### config.mk
export PLATFORM = sky130hd
export DESIGN_NAME = vid_frame_lock
export DESIGN_NICKNAME = d
export VERILOG_FILES = /design/src/rtl/vfl_pkg.sv /design/src/rtl/vfl_sync.sv /design/src/rtl/vfl_delay.sv /design/src/rtl/vfl_stall.sv /design/src/rtl/vid_frame_lock.sv
export SDC_FILE = /design/constraint.sdc
export NUM_CORES = 1
export LEC_CHECK = 0
export ABC_AREA = 0
export BUFFER_PORTS_ARGS = -buffer_cell sky130_fd_sc_hd__buf_4
export CELL_PAD_IN_SITES_DETAIL_PLACEMENT = 1
export CELL_PAD_IN_SITES_GLOBAL_PLACEMENT = 2
export CORE_MARGIN = 2
export CORE_UTILIZATION = 34
export DETAILED_ROUTE_END_ITERATION = 7
export GPL_TIMING_DRIVEN = 1
export PLACE_DENSITY = 0.88
export SLEW_MARGIN = 20
export SYNTH_ARGS = -nofsm -noshare
export SYNTH_HDL_FRONTEND = slang
export SYNTH_SLANG_ARGS = --single-unit
export TNS_END_PERCENT = 5
### constraint.sdc
create_clock -name clk -period 3.05 [get_ports clk]
set_input_delay 0.1525 -clock clk [delete_from_list [all_inputs] [get_ports clk]]
set_output_delay 0.1525 -clock clk [all_outputs]
set_load 0.03 [all_outputs]
### src/rtl/vfl_pkg.sv
package vfl_pkg;
   typedef enum logic [1:0] {
      PH_RUN   = 2'd0,
      PH_WAIT  = 2'd1,
      PH_DELAY = 2'd2,
      PH_ALIGN = 2'd3
   } vfl_phase_e;
endpackage

### src/rtl/vfl_sync.sv
module vfl_sync #(
   parameter int STAGES = 2,
   parameter int WIDTH  = 1
) (
   input  logic             clk,
   input  logic             rst_n,
   input  logic [WIDTH-1:0] d,
   output logic [WIDTH-1:0] q
);
   localparam int LAST = STAGES - 1;

   generate
      if (STAGES < 2) begin : g_bad_stages
         $error("vfl_sync: STAGES must be at least 2");
      end
   endgenerate

   logic [WIDTH-1:0] chain [STAGES];

   always_ff @(posedge clk or negedge rst_n) begin
      if (!rst_n) chain[0] <= '0;
      else        chain[0] <= d;
   end

   generate
      for (genvar s = 1; s < STAGES; s++) begin : g_stage
         always_ff @(posedge clk or negedge rst_n) begin
            if (!rst_n) chain[s] <= '0;
            else        chain[s] <= chain[s-1];
         end
      end
   endgenerate

   assign q = chain[LAST];
endmodule

### src/rtl/vfl_delay.sv
module vfl_delay #(
   parameter int DLY_W = 16
) (
   input  logic             clk,
   input  logic             rst_n,
   input  logic             load,
   input  logic [DLY_W-1:0] load_val,
   output logic             done
);
   localparam logic [DLY_W-1:0] ONE = DLY_W'(1);

   generate
      if (DLY_W < 1) begin : g_bad_width
         $error("vfl_delay: DLY_W must be positive");
      end
   endgenerate

   logic [DLY_W-1:0] remain;

   always_ff @(posedge clk or negedge rst_n) begin
      if (!rst_n)              remain <= '0;
      else if (load)           remain <= load_val;
      else if (remain != '0)   remain <= remain - ONE;
   end

   assign done = (remain == ONE);

   // a fresh load longer than one cycle cannot finish at once
   p_load_not_done_r5: assert property (@(posedge clk) disable iff (!rst_n)
      (load && load_val > ONE) |=> !done);
endmodule

### src/rtl/vfl_stall.sv
module vfl_stall #(
   parameter int  TMO_W    = 24,
   parameter bit  SATURATE = 1'b1
) (
   input  logic             clk,
   input  logic             rst_n,
   input  logic             clear,
   input  logic             count_en,
   input  logic             enable,
   input  logic [TMO_W-1:0] limit,
   output logic             fire
);
   localparam logic [TMO_W-1:0] ONE = TMO_W'(1);
   localparam logic [TMO_W-1:0] TOP = '1;

   generate
      if (TMO_W < 2) begin : g_bad_width
         $error("vfl_stall: TMO_W must be at least 2");
      end
   endgenerate

   logic [TMO_W-1:0] cnt;
   logic             step;

   generate
      if (SATURATE) begin : g_sat
         assign step = count_en && (cnt != TOP);
      end else begin : g_wrap
         assign step = count_en;
      end
   endgenerate

   always_ff @(posedge clk or negedge rst_n) begin
      if (!rst_n)      cnt <= '0;
      else if (clear)  cnt <= '0;
      else if (step)   cnt <= cnt + ONE;
   end

   assign fire = enable && count_en && (limit != '0) && (cnt == limit - ONE);

   // the counter is idle while the clock runs
   p_idle_in_run_r7: assert property (@(posedge clk) disable iff (!rst_n)
      clear |=> (cnt == '0));
endmodule

### src/rtl/vid_frame_lock.sv
module vid_frame_lock
   import vfl_pkg::*;
#(
   parameter int DLY_W       = 16,
   parameter int TMO_W       = 24,
   parameter int SYNC_STAGES = 2
) (
   input  logic             clk,
   input  logic             rst_n,
   input  logic             lock_en,
   input  logic             fsync_en,
   input  logic             stall_en,
   input  logic [DLY_W-1:0] sync_delay,
   input  logic [TMO_W-1:0] stall_limit,
   input  logic             stall_clr,
   input  logic             vid_vsync,
   input  logic             vid_field,
   input  logic             enc_field,
   input  logic             gfx_eof,
   output logic             gfx_clk_en,
   output logic [1:0]       lock_phase,
   output logic             lock_aligned,
   output logic             stall_flag
);
   localparam int SYNC_W = 2;

   generate
      if (DLY_W > 32 || TMO_W > 32) begin : g_bad_widths
         $error("vid_frame_lock: counter widths above 32 not supported");
      end
   endgenerate

   // ---- input synchronisation ----
   logic [SYNC_W-1:0] sync_q;
   logic              vs_s, fld_s, vs_prev, vs_rise;

   vfl_sync #(.STAGES(SYNC_STAGES), .WIDTH(SYNC_W)) u_sync (
      .clk   (clk),
      .rst_n (rst_n),
      .d     ({vid_field, vid_vsync}),
      .q     (sync_q)
   );

   assign vs_s  = sync_q[0];
   assign fld_s = sync_q[1];

   always_ff @(posedge clk or negedge rst_n) begin
      if (!rst_n) vs_prev <= 1'b0;
      else        vs_prev <= vs_s;
   end

   assign vs_rise = vs_s && !vs_prev;

   // ---- state and helpers ----
   vfl_phase_e phase_q, phase_d;
   logic       dly_load, dly_done, stall_fire, stall_counting;
   logic       parity_ok, set_aligned, set_stall;

   assign parity_ok      = (fld_s == enc_field);
   assign stall_counting = (phase_q == PH_WAIT) || (phase_q == PH_ALIGN);

   vfl_delay #(.DLY_W(DLY_W)) u_delay (
      .clk      (clk),
      .rst_n    (rst_n),
      .load     (dly_load),
      .load_val (sync_delay),
      .done     (dly_done)
   );

   vfl_stall #(.TMO_W(TMO_W), .SATURATE(1'b1)) u_stall (
      .clk      (clk),
      .rst_n    (rst_n),
      .clear    (phase_q == PH_RUN),
      .count_en (stall_counting),
      .enable   (stall_en),
      .limit    (stall_limit),
      .fire     (stall_fire)
   );

   always_comb begin
      phase_d     = phase_q;
      dly_load    = 1'b0;
      set_aligned = 1'b0;
      set_stall   = 1'b0;
      unique case (phase_q)
         PH_RUN: begin
            if (gfx_eof) phase_d = PH_WAIT;
         end
         PH_WAIT, PH_ALIGN: begin
            if (vs_rise) begin
               if (fsync_en && !lock_aligned && !parity_ok) begin
                  phase_d = PH_ALIGN;
               end else begin
                  set_aligned = fsync_en && parity_ok;
                  if (sync_delay == '0) begin
                     phase_d = PH_RUN;
                  end else begin
                     phase_d  = PH_DELAY;
                     dly_load = 1'b1;
                  end
               end
            end else if (stall_fire) begin
               phase_d   = PH_RUN;
               set_stall = 1'b1;
            end
         end
         PH_DELAY: begin
            if (dly_done) phase_d = PH_RUN;
         end
         default: phase_d = PH_RUN;
      endcase
      if (!lock_en) begin
         phase_d   = PH_RUN;
         dly_load  = 1'b0;
         set_stall = 1'b0;
      end
   end

   always_ff @(posedge clk or negedge rst_n) begin
      if (!rst_n) begin
         phase_q      <= PH_RUN;
         lock_aligned <= 1'b0;
         stall_flag   <= 1'b0;
      end else begin
         phase_q <= phase_d;
         if (!fsync_en)        lock_aligned <= 1'b0;
         else if (set_aligned) lock_aligned <= 1'b1;
         if (set_stall)        stall_flag   <= 1'b1;
         else if (stall_clr)   stall_flag   <= 1'b0;
      end
   end

   assign gfx_clk_en = (phase_q == PH_RUN);
   assign lock_phase = phase_q;

   // ---- assertions ----
   p_eof_stops_r2: assert property (@(posedge clk) disable iff (!rst_n)
      (lock_en && gfx_eof && gfx_clk_en) |=> !gfx_clk_en);

   p_eof_ignored_r3: assert property (@(posedge clk) disable iff (!rst_n)
      (!lock_en) |=> gfx_clk_en);

   p_edge_single_r6: assert property (@(posedge clk) disable iff (!rst_n)
      vs_rise |=> !vs_rise);

   p_release_cause_r4: assert property (@(posedge clk) disable iff (!rst_n)
      $rose(gfx_clk_en) |->
         $past(vs_rise) || $past(dly_done) || $past(stall_fire) || $past(!lock_en));

   p_flag_sticky_r8: assert property (@(posedge clk) disable iff (!rst_n)
      (stall_flag && !stall_clr) |=> stall_flag);

   p_flag_source_r7: assert property (@(posedge clk) disable iff (!rst_n)
      $rose(stall_flag) |-> ($past(stall_counting) && gfx_clk_en));

   p_sync_beats_stall_r9: assert property (@(posedge clk) disable iff (!rst_n)
      (vs_rise && stall_fire && lock_en && !stall_flag && !stall_clr) |=> !stall_flag);

   p_disable_runs_r10: assert property (@(posedge clk) disable iff (!rst_n)
      !lock_en |=> (lock_phase == 2'd0));

   p_aligned_hold_r12: assert property (@(posedge clk) disable iff (!rst_n)
      (lock_aligned && fsync_en) |=> lock_aligned);

   p_align_entry_r11: assert property (@(posedge clk) disable iff (!rst_n)
      (phase_q != PH_ALIGN && phase_d == PH_ALIGN) |-> (!lock_aligned && fsync_en));
endmodule

==> impl_metrics.tcl <==
set metrics [dict create \
    status "complete, no violations" \
    final.fill_count 1232 \
    mapped_nets 461 \
    fin_ws_ps 526.4 \
    period_minus_ws_final_ps 2524 \
    ys_dominant_reg_cell "dfrtp_1" \
    cts_tree "yes" \
    slew_viol_final 0 \
    netlist.area_leader.share_pct 35.35 \
    die_h_microns 105 \
    hold_violations 0 \
    drv_cap 0 \
    place.gp.congestion 0.8603 \
    cp.required_ps 3250 \
    sink_count 49 \
    wire_per_inst_microns 16.54 \
    dieArea_sq_um 11030 \
    drive_above_1_share_pct 17.49 \
    dpl_worst_slack_ps 338.4 \
    routed_via_density 5.545 \
    core_area_sq_um 9819 \
    die_width_microns 105 \
    fin_util_pct 42.43 \
    synth_commonest_cells "dfrtp_1, nand2_1, xnor2_1" \
    std_cell_rows 36 \
    finalHoldWorstSlack_ps 58.87 \
    route.vias.total 3305 \
    grt_overflow 0 \
    cts_root_buf "clkbuf_8" \
    critical_path_peak_fanout 7 \
    synthTopCellsByArea "dfrtp_1, xnor2_1, nand2_1" \
    drt_first_pass_iters 4 \
    power.density_cell_area_nw_per_um2 489.6 \
    irDropWorstVdd_v 0.0003433 \
    yosys_register_bits 49 \
    grt_first_pass_wirelength_microns 16520 \
    finalSetupViolCount 0 \
    insertion_delay_ps 300 \
    drt_first_iter_violations 145 \
    largest_net_degree_at_the_start_of_global_routing 50 \
    synth_edf_count 0 \
    critPathCaptureType "flop" \
    initial_standard_cell_utilization_of_the_core_pct 35.32 \
    yosysMostFrequentCell "dfrtp_1" \
    drt.antenna.violating_nets 0 \
    port_bufs 54 \
    synth_async_sr_flop_share_pct 100.0 \
    post_synth_inst_count 406 \
    global_route.peak_usage_layer "met2" \
    post_layout_nonfiller_instances 596 \
    postCtsSetupRepairBufs 0 \
    route.detailed.drc 0 \
    yosys.area.top_type "dfrtp_1" \
    placed_area_sq_um 4020 \
    grt_use_total_pct 18.34 \
    worst_ep_arrival_time_ps 2720 \
    fin_total_pwr_mw 2.040 \
    htree_depth 2 \
    rsz0062_at_grt "no" \
    clock_tree.buffer_depth 2 \
    synth_warnings 0 \
    cell_area_synth_sq_um 3468 \
    number_of_global_route_vias_before_repair 3380 \
    place_inst 585 \
    area.growth.synth_to_final_pct 20.13 \
    cts_buffers 5 \
    io_pins 55 \
    yosysUniqueCellTypes 56 \
    slew-limit-headroom_pct 55.06 \
    worstSetupStartpointType "flop" \
    gr-usage-met3_pct 2.870 \
    wl_microns 9860 \
    syn_avg_cell_area_sq_um 8.543 \
    antenna-diode-count 0 \
    grt_antenna_before_repair 0 \
    setup-tns-final_ps 0 \
    power.static_leakage_nw 1.645 \
    finalInstanceArea_sq_um 4167 \
    globalRouteMet2Util_pct 31.82 \
    hp-class "in2reg" \
    layout_worst_path_cycle_share_pct 82.74 \
    grtUsageMet1_pct 23.95 \
    synth.yosys.seq_area_share_pct 35.35 \
    worst_pin_slew_ps 667.9 \
    dp.final_hpwl_microns 7780 \
    final_nets 517 \
    f_max_mhz 396.3 \
    clk_pin_slew_ps 90 \
    worst-setup-path-type "reg2reg" \
    post_cts_resize_count 0 \
    fin_skew_ps 7.652 \
]
[registers in the layout, summed over array words and instances (netlist names)]
register,flops
u_sync.q,2
vs_prev,1
lock_phase,2
u_stall.cnt,24
u_delay.remain,16
u_sync.chain,2
stall_flag,1
lock_aligned,1
[placed cells by master (no fill, tap or decap), drive strengths merged, types with 5 or more instances in the layout]
cell     n
nor3    22
nand2b   5
o31ai    8
xor2    14
nor2    32
and3     9
nand3   21
clkbuf   7
buf     62
o21ai   24
nor2b    6
nor4    21
nand2   46
inv     12
mux2i    6
ha       5
xnor2   35
a21oi   10
dfrtp   49
nand4   13
[worst max-delay path, stage by stage (launching register included)]
cell,delay [ps]
dfrtp_1,510
and4_1,330
nand4_1,260
o41ai_2,640
nor2_1,220
nand3_1,220
o311ai_0,140
o41ai_1,100
[timing repair]
action                                 4_1_cts  5_1_grt
hold buffers                                 3        0
setup endpoints to repair                    0        0
endpoints found under the hold margin       51        0
[final cells by class]
class	instances	area (sq um)	share of cell area, %
multi-input cells	329	2117	50.81
inverters	12	45.04	1.081
repair buffers	65	495.5	11.89
well taps	133	166.4	3.994
clock buffers	7	86.33	2.072
flip-flops and latches	49	1226	29.43
clock inverters	1	30.03	0.7207
[cells by family (layout without fill, tap and decap cells)]
| logic type | Yosys count | after routing | synth area share (%) |
|---|---|---|---|
| buffers and inverters | 28 | 85 | 3.607 |
| muxes | 8 | 8 | 2.381 |
| AOI/OAI and AO/OA | 72 | 72 | 14.21 |
| and+or+nand+nor | 195 | 195 | 30.27 |
| DFF | 49 | 49 | 35.35 |
| xor gates and xnor gates | 49 | 49 | 12.37 |
| adders and majority gates | 5 | 5 | 1.804 |
[metal layers]
layer,routed length (microns),vias to the layer above
met1,4577,1631
li1,-,1600
met5,0,-
met2,4799,66
met4,103,0
met3,380,8
[path summary, 6_finish.rpt]
kind                                             from                            end  slack [ps]  depth (start not counted)
min                                     sync_delay[7]  u_delay.remain[7]$_DFFE_PN0P_          60                          2
max in group asynchronous                       rst_n    u_stall.cnt[12]$_DFFE_PN0P_        2210                          2
max reg2reg                u_stall.cnt[6]$_DFFE_PN0P_    u_stall.cnt[21]$_DFFE_PN0P_         530                          7
min in group asynchronous                       rst_n  u_delay.remain[4]$_DFFE_PN0P_         400                          2
min reg2reg                 u_sync.chain[3]$_DFF_PN0_          u_sync.q[1]$_DFF_PN0_         360                          0
max                        u_stall.cnt[6]$_DFFE_PN0P_    u_stall.cnt[21]$_DFFE_PN0P_         530                          7
[power breakdown]
| part | internal [mW] | switching, mW | leakage, nW |
|---|---|---|---|
| Clock | 0.268 | 0.222 | 0.0585 |
| Combinational | 0.285 | 0.337 | 0.953 |
| Sequential | 0.778 | 0.150 | 0.634 |
(Power assumes the default switching activity.)
